**src/rtl/glyph_pkg.sv**
```systemverilog
package glyph_pkg;

   typedef enum logic {
      FONT_SHORT = 1'b0,
      FONT_TALL  = 1'b1
   } font_e;

   typedef struct packed {
      logic use_ram;
      logic blank;
   } fetch_sel_t;

endpackage

```
**src/rtl/glyph_addr_gen.sv**
```systemverilog
module glyph_addr_gen
   import glyph_pkg::*;
#(
   parameter int CODE_W     = 8,
   parameter int ROW_W      = 4,
   parameter int RAM_AW     = 6,
   parameter int RAM_CODES  = 16,
   parameter int SHORT_ROWS = 8,
   parameter int TALL_ROWS  = 10
) (
   input  logic [CODE_W-1:0] code,
   input  logic [ROW_W-1:0]  row,
   input  font_e             font,
   output fetch_sel_t        sel,
   output logic [RAM_AW-1:0] ram_addr
);
   localparam int SHORT_RB = $clog2(SHORT_ROWS);
   localparam int TALL_RB  = $clog2(TALL_ROWS);
   localparam int SHORT_CB = RAM_AW - SHORT_RB;
   localparam int TALL_CB  = RAM_AW - TALL_RB;
   localparam logic [ROW_W-1:0]  SHORT_LIM = ROW_W'(SHORT_ROWS);
   localparam logic [ROW_W-1:0]  TALL_LIM  = ROW_W'(TALL_ROWS);
   localparam logic [CODE_W-1:0] RAM_LIM   = CODE_W'(RAM_CODES);

   if (TALL_RB > ROW_W) begin : g_bad_row_w
      $error("glyph_addr_gen: ROW_W too narrow for TALL_ROWS");
   end
   if (SHORT_CB < 1 || TALL_CB < 1) begin : g_bad_ram_aw
      $error("glyph_addr_gen: RAM_AW leaves no code bits");
   end

   logic             past_height;
   logic [ROW_W-1:0] row_eff;

   always_comb begin
      past_height = (font == FONT_TALL) ? (row >= TALL_LIM) : (row >= SHORT_LIM);
      row_eff     = past_height ? '0 : row;
      sel.blank   = past_height;
      sel.use_ram = (code < RAM_LIM);
      if (font == FONT_TALL)
         ram_addr = {code[TALL_CB-1:0], row_eff[TALL_RB-1:0]};
      else
         ram_addr = {code[SHORT_CB-1:0], row_eff[SHORT_RB-1:0]};
   end

endmodule

```
**src/rtl/glyph_ram.sv**
```systemverilog
module glyph_ram #(
   parameter int AW = 6,
   parameter int DW = 8
) (
   input  logic          clk,
   input  logic          rst_n,
   input  logic          wr_en,
   input  logic [AW-1:0] wr_addr,
   input  logic [DW-1:0] wr_data,
   input  logic [AW-1:0] rd_addr,
   output logic [DW-1:0] rd_data
);
   localparam int DEPTH = 1 << AW;

   logic [DW-1:0] mem [DEPTH];

   always_ff @(posedge clk) begin
      if (!rst_n) begin
         for (int i = 0; i < DEPTH; i++) mem[i] <= '0;
      end else if (wr_en) begin
         mem[wr_addr] <= wr_data;
      end
   end

   // same-cycle write wins over the stored byte
   always_comb begin
      if (wr_en && (wr_addr == rd_addr)) rd_data = wr_data;
      else                               rd_data = mem[rd_addr];
   end

endmodule

```
**src/rtl/glyph_rom.sv**
```systemverilog
module glyph_rom #(
   parameter int CODE_W       = 8,
   parameter int ROW_W        = 4,
   parameter int DW           = 8,
   parameter int RAM_CODES    = 16,
   parameter int PROG_LIMIT   = 128,
   parameter bit ERASED_TABLE = 1'b0
) (
   input  logic [CODE_W-1:0] code,
   input  logic [ROW_W-1:0]  row,
   output logic [DW-1:0]     data
);
   localparam int PIX_W = 5;
   localparam logic [CODE_W:0] RES_LIM  = (CODE_W+1)'(RAM_CODES);
   localparam logic [CODE_W:0] PROG_LIM = (CODE_W+1)'(PROG_LIMIT);

   if (DW < PIX_W + 3) begin : g_bad_dw
      $error("glyph_rom: DW must hold pattern and spare bits");
   end
   if (ROW_W >= PIX_W) begin : g_bad_row
      $error("glyph_rom: ROW_W must be narrower than the pattern");
   end

   logic [CODE_W:0] code_x;
   assign code_x = {1'b0, code};

   if (ERASED_TABLE) begin : g_erased
      logic unused_row;
      assign unused_row = ^row;
      always_comb begin
         if (code_x < RES_LIM) data = '0;
         else                  data = '1;
      end
   end else begin : g_stand_in
      logic [PIX_W-1:0] mix;
      always_comb begin
         mix = code[PIX_W-1:0] ^ PIX_W'(row);
         if (code_x < RES_LIM)        data = '0;
         else if (code_x >= PROG_LIM) data = '1;
         else                         data = {{(DW-PIX_W){1'b1}}, mix};
      end
   end

endmodule

```
**src/rtl/glyph_row_fetch.sv**
```systemverilog
module glyph_row_fetch
   import glyph_pkg::*;
#(
   parameter int CODE_W     = 8,
   parameter int ROW_W      = 4,
   parameter int PIX_W      = 5,
   parameter int DATA_W     = 8,
   parameter int RAM_AW     = 6,
   parameter int RAM_CODES  = 16,
   parameter int SHORT_ROWS = 8,
   parameter int TALL_ROWS  = 10,
   parameter int PROG_LIMIT = 128
) (
   input  logic              clk,
   input  logic              rst_n,
   input  logic              req_valid,
   input  logic [CODE_W-1:0] req_code,
   input  logic [ROW_W-1:0]  req_row,
   input  logic              req_tall,
   input  logic              wr_en,
   input  logic [RAM_AW-1:0] wr_addr,
   input  logic [DATA_W-1:0] wr_data,
   output logic              pat_valid,
   output logic [PIX_W-1:0]  pat_bits
);
   if (PIX_W > DATA_W) begin : g_bad_pix
      $error("glyph_row_fetch: PIX_W exceeds DATA_W");
   end
   if ((1 << RAM_AW) != RAM_CODES * 4) begin : g_bad_ram
      $error("glyph_row_fetch: RAM size does not match reserved codes");
   end

   font_e             font;
   fetch_sel_t        sel;
   logic [RAM_AW-1:0] ram_addr;
   logic [DATA_W-1:0] ram_data;
   logic [DATA_W-1:0] rom_data;
   logic [DATA_W-1:0] fetched;
   logic [PIX_W-1:0]  pix_next;

   assign font = req_tall ? FONT_TALL : FONT_SHORT;

   glyph_addr_gen #(
      .CODE_W(CODE_W), .ROW_W(ROW_W), .RAM_AW(RAM_AW), .RAM_CODES(RAM_CODES),
      .SHORT_ROWS(SHORT_ROWS), .TALL_ROWS(TALL_ROWS)
   ) addr_i (
      .code(req_code), .row(req_row), .font(font), .sel(sel), .ram_addr(ram_addr)
   );

   glyph_ram #(.AW(RAM_AW), .DW(DATA_W)) ram_i (
      .clk(clk), .rst_n(rst_n), .wr_en(wr_en), .wr_addr(wr_addr),
      .wr_data(wr_data), .rd_addr(ram_addr), .rd_data(ram_data)
   );

   glyph_rom #(
      .CODE_W(CODE_W), .ROW_W(ROW_W), .DW(DATA_W), .RAM_CODES(RAM_CODES),
      .PROG_LIMIT(PROG_LIMIT), .ERASED_TABLE(1'b0)
   ) rom_i (
      .code(req_code), .row(req_row), .data(rom_data)
   );

   always_comb begin
      fetched  = sel.use_ram ? ram_data : rom_data;
      pix_next = sel.blank ? '0 : fetched[PIX_W-1:0];
   end

   always_ff @(posedge clk) begin
      if (!rst_n) begin
         pat_valid <= 1'b0;
         pat_bits  <= '0;
      end else begin
         pat_valid <= req_valid;
         if (req_valid) pat_bits <= pix_next;
      end
   end

   localparam logic [CODE_W:0] PROG_LIM_X = (CODE_W+1)'(PROG_LIMIT);
   localparam logic [ROW_W-1:0] SHORT_LIM = ROW_W'(SHORT_ROWS);
   localparam logic [ROW_W-1:0] TALL_LIM  = ROW_W'(TALL_ROWS);

   AST_VALID_FOLLOWS: assert property (@(posedge clk) disable iff (!rst_n)
      req_valid |=> pat_valid);
   AST_NO_SPURIOUS_VALID: assert property (@(posedge clk) disable iff (!rst_n)
      !req_valid |=> !pat_valid);
   AST_SHORT_BLANK: assert property (@(posedge clk) disable iff (!rst_n)
      (req_valid && !req_tall && req_row >= SHORT_LIM) |=> (pat_bits == '0));
   AST_TALL_BLANK: assert property (@(posedge clk) disable iff (!rst_n)
      (req_valid && req_tall && req_row >= TALL_LIM) |=> (pat_bits == '0));
   AST_UNPROG_LIT: assert property (@(posedge clk) disable iff (!rst_n)
      (req_valid && {1'b0, req_code} >= PROG_LIM_X &&
       req_row < (req_tall ? TALL_LIM : SHORT_LIM)) |=> (pat_bits == '1));

endmodule

```
**config.mk**
```make
export PLATFORM = sky130hd
export DESIGN_NAME = glyph_row_fetch
export DESIGN_NICKNAME = d
export VERILOG_FILES = /design/src/rtl/glyph_pkg.sv /design/src/rtl/glyph_addr_gen.sv /design/src/rtl/glyph_ram.sv /design/src/rtl/glyph_rom.sv /design/src/rtl/glyph_row_fetch.sv
export SDC_FILE = /design/constraint.sdc
export NUM_CORES = 1
export LEC_CHECK = 0
export BUFFER_PORTS_ARGS = -buffer_cell sky130_fd_sc_hd__buf_4
export CELL_PAD_IN_SITES_DETAIL_PLACEMENT = 1
export CELL_PAD_IN_SITES_GLOBAL_PLACEMENT = 1
export CORE_UTILIZATION = 40
export CTS_CLUSTER_SIZE = 24
export DETAILED_ROUTE_END_ITERATION = 16
export PLACE_DENSITY_LB_ADDON = 0.1
export RECOVER_POWER = 100
export SKIP_LAST_GASP = 1
export SLEW_MARGIN = 20
export SYNTH_ARGS = -nofsm -noshare
export SYNTH_HDL_FRONTEND = slang
export SYNTH_SLANG_ARGS = --single-unit
```
**constraint.sdc**
```tcl
create_clock -name clk -period 2.9 [get_ports clk]
set_clock_uncertainty 0.15 [all_clocks]
set_input_delay 0.29 -clock clk [delete_from_list [all_inputs] [get_ports clk]]
set_output_delay 0.29 -clock clk [all_outputs]
set_load 0.005 [all_outputs]
```
==> flow_summary.ini <==
[global_route]
grt_max_degree = 72
grt_pass1_wl_um = 78100
grt_util_all_layers_pct = 25.9
grt_remaining_overflow = 0
grt_pass1_vias = 12038
antenna_found_initial = 0

[clock_tree]
htreeDepth = 2
clkTransAtPathRegs_ns = 0.06
cts_buffers = 39
root_buffer = clkbuf_16
cts_tree = yes
clk_latency_ns = 0.56
post-cts-setup-buffers = 0
clockBufferDepth = 3
clock_sinks = 326

[timing]
finalSetupTns_ns = 0
slew_viol_final = 39
fin_crit_sh_pct = 88.6
hold_violations = 0
fmax_mhz = 389
period_minus_slack_ns = 2.57
tightest_slew_ns = 1.68
rsz0062_at_grt = false
setup_viol = 0
relSlewSlack_pct = -12.2

[route]
routed_wirelength_um = 53300
routed_via_density = 5.70
drc = 0
wl_per_cell_um = 26.0
ant_nets = 0
routed.top_layer = met4
route.met3.wl_um = 2910
via_count = 11688
met2WireLength_um = 25300
drt-pass1-iter-count = 5
drtIter0Drc = 950
route.layer.met1.wl_um = 23500

[logic_synthesis]
yosys-top-cells-count = 323 x and2_1, 320 x edfxtp_1, 92 x nand2_1
synthArstFlopShare_pct = 0
synth_top_cell_by_area = edfxtp_1
yosysSeqAreaShare_pct = 59.3
synth_seq_cells = 326
yosysWarnings = 0
synth_most_common_cell = and2_1
synth-edff-count = 320
synth_cell_types = 69
netlist_area_sq_um = 16400
synth_top_area_share_pct = 58.5
synthFlopType = edfxtp_1
syn_nets = 1471
synthTopCellsByArea = edfxtp_1 59%, and2_1 12%, o21ai_0 2.5%
synth.avg_cell_area_sq_um = 11.4
postSynthCellCount = 1440

[layout]
antennaDiodeCount = 0
nFillCells = 4233
fin_nets = 1528
drive_above_1_share_pct = 12.7
areaGrowthSynthToFinish_pct = 14.4
final_util_pct = 46.8

[worst_setup_path]
path_max_fanout = 12
crit_type = primary input to flop
crit_path_start_kind = primary input
cpPeakStageDelay_ns = 0.85
crit_slowest_cell = or2_0
cp.required_ns = 2.98
setup.worst_path.end_class = flop
r2r_start = ram_i.mem[36][4]$_SDFFCE_PN0P_
cp.arrival_ns = 2.65
crit_start = wr_addr[0]
rrSetupSlack_ns = 0.76
cp_cell_sequence = buf_4 > or3b_2 > or2_0 > o21ai_0 > clkbuf_1

[placed_design]
portBuffers = 33
hpwl_um = 35400
gp_congestion = 0.863

[floorplanning]
die_area_sq_um = 41900
die_y_um = 205
core_area_sq_um = 40100
start_util_pct = 40.9
io_pins = 37
row_count = 73
die_x_um = 205

[pwr]
finalPower_uw = 11500
power.density_nw_per_um2 = 612
leakage_uw = 0.00630
vdd_drop_max_uv = 357

[min_path]
hold_start = req_code[7]
min_path_type = primary input to flop

[run]
maxCapViolCount = 3

[run_status]
outcome = finished with violations
violations = max-capacitance violations, max-slew violations
==> where the power goes <==
part | leakage (uW) | internal (uW) | switching (uW)
Combinational | 0.00260 | 357 | 758
Clock | 0.000612 | 2880 | 2010
Sequential | 0.00309 | 5410 | 86.6
Total | 0.00630 | 8650 | 2850
==> per-layer routing <==
| metal | track usage (%) | vias up |
|---|---|---|
| li1 | - | 5358 |
| met1 | 34.8 | 5927 |
| met2 | 42.7 | 320 |
| met3 | 3.79 | 83 |
| met4 | 8.90 | 0 |
| met5 | 0 | - |
==> final timing paths <==
kind                                     to  cells after the start
min                pat_bits[4]$_SDFFE_PN0P_                      4
max reg2reg        pat_bits[4]$_SDFFE_PN0P_                      6
max          ram_i.mem[36][2]$_SDFFCE_PN0P_                      5
min reg2reg        pat_bits[0]$_SDFFE_PN0P_                      3
==> repair_timing <==
item	CTS	global route
hold buffers	1	0
hold endpoints to repair	1	0
gates resized for setup	0	0
==> layout make-up <==
cell class | count | area, sq um | share of cell area [%]
Clock buffer | 47 | 1030 | 5.46
Clock inverter | 22 | 224 | 1.19
Inverter | 5 | 18.8 | 0.0999
Multi-Input combinational cell | 981 | 6120 | 32.6
Sequential cell | 326 | 9730 | 51.8
Tap cell | 525 | 657 | 3.50
Timing Repair Buffer | 144 | 1010 | 5.40
==> flip-flops by register name (all words and copies together) (netlist names) <==
| register | flops |
|---|---|
| pat_bits | 5 |
| pat_valid | 1 |
| ram_i.mem | 320 |
==> metrics by stage <==
| stage | area, sq um | hold WS [ns] | setup slack, ns | std cells |
|---|---|---|---|---|
| 2_1_floorplan | 16400 | 0.262 | 0.458 | 1440 |
| 3_3_place_gp | 17700 | 0.453 | 0.115 | 1980 |
| 3_5_place_dp | 17700 | 0.458 | 0.0794 | 1980 |
| 4_1_cts | 19000 | 0.00170 | 0.616 | 2050 |
| 5_1_grt | 18800 | 0.0574 | 0.283 | 2050 |
| 6_report | 18800 | 0.0324 | 0.332 | 2050 |
==> worst max-delay path: cells and delay by family <==
kind                   cells  cell delay, ns
buffers and inverters      2            0.46
AO/OA/AOI/OAI              1            0.47
AND/OR/NAND/NOR            2            1.42
==> layout by cell type, fill, tap and decap left out, types with 6 or more instances in the layout <==
cell type,n
edfxtp_1,320
and2_0,230
and2_1,93
nand2_1,92
nor2_1,81
o21ai_0,81
buf_4,81
a21oi_1,68
clkbuf_1,54
clkbuf_16,39
a31oi_1,30
a211oi_1,29
nor2b_1,27
mux2_2,26
o211ai_1,24
mux2i_1,24
nand3_1,20
o221ai_1,16
a221oi_1,16
nor3_1,9
xnor2_1,9
buf_12,9
nand2b_1,8
and3_1,8
a221o_1,7
clkinv_2,7
nand3b_1,6
dfxtp_1,6
==> cell families after synthesis <==
kind of cell           after synthesis  synth area share [%]
AND/OR/NAND/NOR                    603                  20.6
buffers and inverters              133                  3.57
AO/OA/AOI/OAI                      317                  12.7
multiplexers                        51                  3.38
XOR/XNOR                            10                 0.534
flip-flops                         326                  59.3
(Power assumes the default switching activity.)
